`config.mk`:
```
export PLATFORM = sky130hd
export DESIGN_NAME = dreq_edge_channel
export DESIGN_NICKNAME = d
export VERILOG_FILES = /design/src/rtl/dreq_chan_pkg.sv /design/src/rtl/dreq_detect.sv /design/src/rtl/xfer_counter.sv /design/src/rtl/xfer_seq.sv /design/src/rtl/dreq_edge_channel.sv
export SDC_FILE = /design/constraint.sdc
export NUM_CORES = 1
export LEC_CHECK = 0
export CAP_MARGIN = 20
export CORE_MARGIN = 2
export CORE_UTILIZATION = 55
export DETAILED_ROUTE_END_ITERATION = 10
export DONT_BUFFER_PORTS = 1
export GPL_ROUTABILITY_DRIVEN = 0
export PLACE_DENSITY = 0.72
export SYNTH_ARGS = -nofsm -noshare
export SYNTH_HDL_FRONTEND = slang
export SYNTH_HIERARCHICAL = 1
export SYNTH_SLANG_ARGS = --single-unit
```
`constraint.sdc`:
```
create_clock -name clk -period 2.8 [get_ports clk]
set_input_delay 0.56 -clock clk [delete_from_list [all_inputs] [get_ports clk]]
set_output_delay 0.56 -clock clk [all_outputs]
set_load 0.02 [all_outputs]
```
`src/rtl/dreq_chan_pkg.sv`:
```
package dreq_chan_pkg;

    typedef enum logic [1:0] {
        DET_OFF   = 2'd0,
        DET_ARMED = 2'd1,
        DET_HELD  = 2'd2,
        DET_WATCH = 2'd3
    } det_state_e;

    typedef enum logic [1:0] {
        SEQ_IDLE  = 2'd0,
        SEQ_WAIT  = 2'd1,
        SEQ_READ  = 2'd2,
        SEQ_WRITE = 2'd3
    } seq_state_e;

    typedef struct packed {
        det_state_e st;
        logic       seen_high;
    } det_regs_t;

endpackage

```
`src/rtl/dreq_detect.sv`:
```
module dreq_detect
    import dreq_chan_pkg::*;
(
    input  logic clk,
    input  logic rst,
    input  logic arm_start,
    input  logic arm_stop,
    input  logic dreq_n,
    input  logic seq_idle,
    input  logic cycle_end,
    output logic pending
);

    det_regs_t det_d, det_q;

    always_comb begin
        det_d = det_q;
        unique case (det_q.st)
            DET_OFF: begin
                if (arm_start) begin
                    det_d.st        = DET_ARMED;
                    det_d.seen_high = 1'b0;
                end
            end
            DET_ARMED: begin
                if (!dreq_n) begin
                    det_d.st = DET_HELD;
                end
            end
            DET_HELD: begin
                // activation: the sequencer takes the request on this edge
                if (seq_idle) begin
                    det_d.st        = DET_WATCH;
                    det_d.seen_high = 1'b0;
                end
            end
            DET_WATCH: begin
                if (dreq_n) begin
                    det_d.seen_high = 1'b1;
                end
                if ((det_q.seen_high || dreq_n) && (cycle_end || seq_idle)) begin
                    det_d.st        = DET_ARMED;
                    det_d.seen_high = 1'b0;
                end
            end
            default: det_d.st = DET_OFF;
        endcase
        if (arm_stop) begin
            det_d.st        = DET_OFF;
            det_d.seen_high = 1'b0;
        end
    end

    always_ff @(posedge clk) begin
        if (rst) begin
            det_q <= '{st: DET_OFF, seen_high: 1'b0};
        end else begin
            det_q <= det_d;
        end
    end

    assign pending = (det_q.st == DET_HELD);

endmodule

```
`src/rtl/xfer_counter.sv`:
```
module xfer_counter #(
    parameter int CNT_W = 8
) (
    input  logic             clk,
    input  logic             rst,
    input  logic             en_wr,
    input  logic             en_wdata,
    input  logic [CNT_W-1:0] xfer_count,
    input  logic             cycle_end,
    output logic             chan_en,
    output logic             arm_start,
    output logic             arm_stop,
    output logic             done
);

    localparam logic [CNT_W-1:0] ONE = CNT_W'(1);

    typedef struct packed {
        logic             en;
        logic             done;
        logic [CNT_W-1:0] cnt;
    } cnt_regs_t;

    cnt_regs_t cnt_d, cnt_q;
    logic      finish;
    logic      sw_off;

    always_comb begin
        arm_start = en_wr && en_wdata && (xfer_count != '0) && !cnt_q.en;
        sw_off    = en_wr && !en_wdata;
        finish    = cycle_end && cnt_q.en && (cnt_q.cnt == ONE);
        arm_stop  = (sw_off && cnt_q.en) || finish;

        cnt_d      = cnt_q;
        cnt_d.done = finish;
        if (arm_start) begin
            cnt_d.en  = 1'b1;
            cnt_d.cnt = xfer_count;
        end else if (sw_off) begin
            cnt_d.en  = 1'b0;
            cnt_d.cnt = '0;
        end else if (cycle_end && (cnt_q.cnt != '0)) begin
            cnt_d.cnt = cnt_q.cnt - ONE;
            if (finish) begin
                cnt_d.en = 1'b0;
            end
        end
    end

    always_ff @(posedge clk) begin
        if (rst) begin
            cnt_q <= '0;
        end else begin
            cnt_q <= cnt_d;
        end
    end

    assign chan_en = cnt_q.en;
    assign done    = cnt_q.done;

endmodule

```
`src/rtl/xfer_seq.sv`:
```
module xfer_seq
    import dreq_chan_pkg::*;
#(
    parameter int WAIT_MIN = 3,
    parameter int RD_CYC   = 2,
    parameter int WR_CYC   = 2
) (
    input  logic clk,
    input  logic rst,
    input  logic pending,
    input  logic chan_en,
    input  logic bus_grant,
    output logic seq_idle,
    output logic cycle_end,
    output logic busy,
    output logic dack
);

    localparam int PH_MAX = (RD_CYC > WR_CYC) ? RD_CYC : WR_CYC;
    localparam int WW     = $clog2(WAIT_MIN + 1);
    localparam int PW     = $clog2(PH_MAX + 1);
    localparam logic [WW-1:0] WAIT_LAST = WW'(WAIT_MIN - 1);
    localparam logic [PW-1:0] RD_LAST   = PW'(RD_CYC - 1);
    localparam logic [PW-1:0] WR_LAST   = PW'(WR_CYC - 1);

    typedef struct packed {
        seq_state_e    st;
        logic [WW-1:0] wcnt;
        logic [PW-1:0] pcnt;
        logic          busy;
        logic          dack;
    } seq_regs_t;

    seq_regs_t seq_d, seq_q;

    always_comb begin
        seq_idle  = (seq_q.st == SEQ_IDLE);
        cycle_end = (seq_q.st == SEQ_WRITE) && (seq_q.pcnt == WR_LAST);

        seq_d = seq_q;
        unique case (seq_q.st)
            SEQ_IDLE: begin
                if (pending && chan_en) begin
                    seq_d.st   = SEQ_WAIT;
                    seq_d.wcnt = '0;
                end
            end
            SEQ_WAIT: begin
                if ((seq_q.wcnt >= WAIT_LAST) && bus_grant) begin
                    seq_d.st   = SEQ_READ;
                    seq_d.pcnt = '0;
                end else if (seq_q.wcnt < WAIT_LAST) begin
                    seq_d.wcnt = seq_q.wcnt + 1'b1;
                end
            end
            SEQ_READ: begin
                if (seq_q.pcnt == RD_LAST) begin
                    seq_d.st   = SEQ_WRITE;
                    seq_d.pcnt = '0;
                end else begin
                    seq_d.pcnt = seq_q.pcnt + 1'b1;
                end
            end
            SEQ_WRITE: begin
                if (cycle_end) begin
                    seq_d.st   = SEQ_IDLE;
                    seq_d.pcnt = '0;
                end else begin
                    seq_d.pcnt = seq_q.pcnt + 1'b1;
                end
            end
            default: seq_d.st = SEQ_IDLE;
        endcase
        seq_d.busy = (seq_d.st == SEQ_READ) || (seq_d.st == SEQ_WRITE);
        seq_d.dack = seq_d.busy;
    end

    always_ff @(posedge clk) begin
        if (rst) begin
            seq_q <= '{st: SEQ_IDLE, wcnt: '0, pcnt: '0, busy: 1'b0, dack: 1'b0};
        end else begin
            seq_q <= seq_d;
        end
    end

    assign busy = seq_q.busy;
    assign dack = seq_q.dack;

endmodule

```
`src/rtl/dreq_edge_channel.sv`:
```
module dreq_edge_channel #(
    parameter int CNT_W    = 8,
    parameter int WAIT_MIN = 3,
    parameter int RD_CYC   = 2,
    parameter int WR_CYC   = 2
) (
    input  logic             clk,
    input  logic             rst,
    input  logic             en_wr,
    input  logic             en_wdata,
    input  logic [CNT_W-1:0] xfer_count,
    input  logic             dreq_n,
    input  logic             bus_grant,
    output logic             req_pending,
    output logic             dack,
    output logic             cycle_busy,
    output logic             xfer_done
);

    logic chan_en;
    logic arm_start;
    logic arm_stop;
    logic seq_idle;
    logic cycle_end;

    xfer_counter #(.CNT_W(CNT_W)) u_counter (
        .clk        (clk),
        .rst        (rst),
        .en_wr      (en_wr),
        .en_wdata   (en_wdata),
        .xfer_count (xfer_count),
        .cycle_end  (cycle_end),
        .chan_en    (chan_en),
        .arm_start  (arm_start),
        .arm_stop   (arm_stop),
        .done       (xfer_done)
    );

    dreq_detect u_detect (
        .clk       (clk),
        .rst       (rst),
        .arm_start (arm_start),
        .arm_stop  (arm_stop),
        .dreq_n    (dreq_n),
        .seq_idle  (seq_idle),
        .cycle_end (cycle_end),
        .pending   (req_pending)
    );

    xfer_seq #(
        .WAIT_MIN (WAIT_MIN),
        .RD_CYC   (RD_CYC),
        .WR_CYC   (WR_CYC)
    ) u_seq (
        .clk       (clk),
        .rst       (rst),
        .pending   (req_pending),
        .chan_en   (chan_en),
        .bus_grant (bus_grant),
        .seq_idle  (seq_idle),
        .cycle_end (cycle_end),
        .busy      (cycle_busy),
        .dack      (dack)
    );

endmodule

```
==> metrics.md <==
| Metric | Value |
|---|---|
| Status | `completed` |
| EDFF count, synth | `0` |
| Gate power share | `31.7%` |
| Crit Path Class | `register to register` |
| Max-slew violations | `0` |
| Vias | `1173` |
| PortBufs | `0` |
| Dpl cells | `175` |
| PostCTS Resize Cnt | `0` |
| Post-Route Setup TNS | `0 ns` |
| R2R setup slack | `0.75 ns` |
| PwrDens | `529 mW/mm^2` |
| Dpl cell area | `0.00132 mm^2` |
| Internal power | `469 uW` |
| Critical path, cell by cell | `or4_1 > o31a_1 > a211o_1 > a221oi_1` |
| Ports | `18` |
| Post-route insts no fill | `178` |
| Hold path cells | `1` |
| Synth area leader | `dfxtp_1` |
| Layout cells sized above 1 | `9.33%` |
| Die area | `0.00276 mm^2` |
| Fillers | `209` |
| Worst hold margin | `0.309 ns` |
| Finished Cell Area | `0.00134 mm^2` |
| Flops & latches, synth | `20` |
| Setup-failing EPs final | `0` |
| GRT Total Usage | `23.8%` |
| Initial antenna violation count | `0` |
| Clk sink count | `20` |
| Required time of the critical path | `3.01 ns` |
| Reg2reg path depth | `4` |
| Initial Utilization | `58.7%` |
| HPWL after DPL | `2150 um` |
| HP Class | `input pin to register` |
| Slowest stage delay, CP | `0.56 ns` |
| FP Rows | `17` |
| Fin nets | `174` |
| Seq/Total Area, Yosys | `30.9%` |
| Top-count cell post-synth | `dfxtp_1` |
| Final Cycle Share | `73.3%` |
| Fmax | `487 MHz` |
| Area Growth Syn to Fin | `3.18%` |
| Max clock buf depth | `2` |
| RSZ-0062 raised after global routing | `no` |
| Final WL | `2810 um` |
| Net Sw Frac | `33.8%` |
| Vias in the first global route | `1149` |
| HP Start | `rst` |
| Peak supply drop | `0.386 mV` |
| Slew headroom | `62.4%` |
| MaxCap Viol Count | `0` |
| Commonest cells post-synth | `20 x dfxtp_1, 16 x nand2_1, 11 x nor2_1` |
| Mapped cell area | `0.00130 mm^2` |
| Via density | `6.59` |
| Worst path buffer plus inverter count | `0` |
| ANT cells | `0` |
| CTS Hold Bufs | `0` |
| Layout Skew | `0.00569 ns` |
| Pleak | `0.000473 uW` |
| Post-Syn Nets | `174` |
| Synth Instances | `152` |
| CTS clock-pin slew for the worst setup and hold paths | `0.11 ns` |
| Drt drc | `0` |
| Post-CTS setup buffer count | `0` |
| Core area | `0.00221 mm^2` |
| TritonCTS clock tree | `built` |
| Worst EP arrival | `2.27 ns` |
| Die height | `52.6 um` |
| DRT Pass-1 Iters | `4` |
| Worst skew pair latency | `0.30 ns` |
| Antenna viol nets, final | `0` |
| Clock Tree Root | `clkbuf_4` |
| CP startpoint kind | `register` |
| Share of the synthesized area in the top cell type | `30.9%` |
| Final Critical Period | `2.05 ns` |
| CP Capture Type | `register` |
| Chip width | `52.6 um` |
| Synthesized area per cell | `8.54 um^2` |
| Net switching power | `239 uW` |
| Crit-path slowest cell | `or4_1` |
| Drt wl/cell | `15.8 um` |
| Drt initial violations | `79` |
| Clock share of power | `19.3%` |
| Total clock buffers created by CTS | `3` |
| Largest net degree at the start of global routing | `22` |
| CP delay by family, top | `compound AO/OA/AOI/OAI gates` |
| CP max FO | `8` |
| Yosys warning count | `6` |
| Synth area leaders | `dfxtp_1 31%, ha_1 7.7%, nand2_1 4.6%` |
| Worst r2r src | `u_counter/cnt_q[3]` |
| First-pass GRT wire length | `4950 um` |
| Sequential cell fraction of total power | `49.0%` |
| Tightest Pin Transition | `0.559 ns` |
| H-tree levels | `1` |
| Unique masters post-synth | `52` |
| Asr flop ratio synth | `0%` |
| Top FF cell, synth | `dfxtp_1` |
| End of the worst register-to-register path | `u_counter/cnt_q[1]` |
| Grt total ovfl | `0` |
| WHS Endpoint | `u_counter/cnt_q[6]` |
| Final Hold Vio Count | `0` |
==> area by class of cell <==
| class | instances | area [um^2] | area share (%) |
|---|---|---|---|
| multi-input cells | 118 | 837 | 62.5 |
| flip-flops and latches | 20 | 400 | 29.9 |
| well taps | 28 | 35.0 | 2.62 |
| inverters | 7 | 28.8 | 2.15 |
| clock buffers | 3 | 22.5 | 1.68 |
| repair buffers | 2 | 15.0 | 1.12 |
==> per-stage QoR <==
step / util [%] / worst slack [ns] / power, uW
detailed placement: 59.5 / 0.503 / 577
global route: 60.5 / 0.614 / 757
floorplan: - / 0.595 / 537
global placement: 59.5 / 0.533 / 568
finish: 60.5 / 0.749 / 709
CTS: 60.5 / 0.767 / 715
==> cell families (layout without fill, tap and decap cells) <==
| group | after synthesis | count (layout) | share of synthesized area [%] |
|---|---|---|---|
| compound gates | 34 | 34 | 22.0 |
| xor+xnor | 3 | 3 | 2.03 |
| fa+ha+maj | 8 | 8 | 7.71 |
| buf+inv | 14 | 12 | 4.63 |
| flops | 20 | 20 | 30.9 |
| mux | 1 | 1 | 0.771 |
| simple gates | 72 | 72 | 32.0 |
==> power by group through the flow <==
stage | Combinational (uW) | Clock (uW) | Sequential [uW]
after detailed placement | 224 | 0 | 353
after CTS | 225 | 144 | 346
final | 225 | 136 | 347
after global routing | 253 | 151 | 352
after global placement | 217 | 0 | 351
after floorplan | 196 | 0 | 341
==> worst max path at each step <==
stage	start	to	cells after the start
global route	u_seq/seq_q[7]	u_detect/det_q[1]	9
CTS	u_counter/cnt_q[3]	u_counter/cnt_q[1]	4
detailed placement	xfer_count[7]	u_counter/cnt_q[6]	5
global placement	xfer_count[7]	u_counter/cnt_q[6]	5
floorplan	xfer_count[7]	u_counter/cnt_q[6]	5
finish	u_counter/cnt_q[3]	u_counter/cnt_q[1]	4
==> per-layer routing <==
metal  wire length (um)  vias to the layer above  GRT usage [%]
met2               1290                       55           38.3
met4                  9                        0           7.69
met1               1290                      535           32.6
met5                  0                        -              0
met3                224                        2           3.43
li1                   -                      581              -
==> layout by cell type (no fill, tap or decap), drive strengths merged, types with 2 or more instances in the layout <==
cell type | netlist | routed
clkbuf | 5 | 3
o21a | 2 | 2
nor3b | 2 | 2
nor3 | 5 | 5
ha | 8 | 8
nand2b | 4 | 4
nor2 | 11 | 11
a221oi | 4 | 4
dfxtp | 20 | 20
o31ai | 2 | 2
o21ai | 2 | 2
or4 | 7 | 7
nand3 | 3 | 3
a21oi | 6 | 6
a21o | 2 | 2
nand4 | 5 | 5
nand2 | 16 | 16
buf | 2 | 2
nor2b | 4 | 4
nor4 | 6 | 6
inv | 7 | 7
xnor2 | 3 | 3
a211o | 2 | 2
a211oi | 2 | 2
==> flip-flops by register name, summed over array words and instances, names as in the netlist <==
name,flops
u_counter/cnt_q,8
u_seq/seq_q,6
u_detect/det_q,3
u_counter/chan_en,1
u_counter/done,1
u_seq/dack,1
Note: power is estimated with default switching activity, not from simulation.
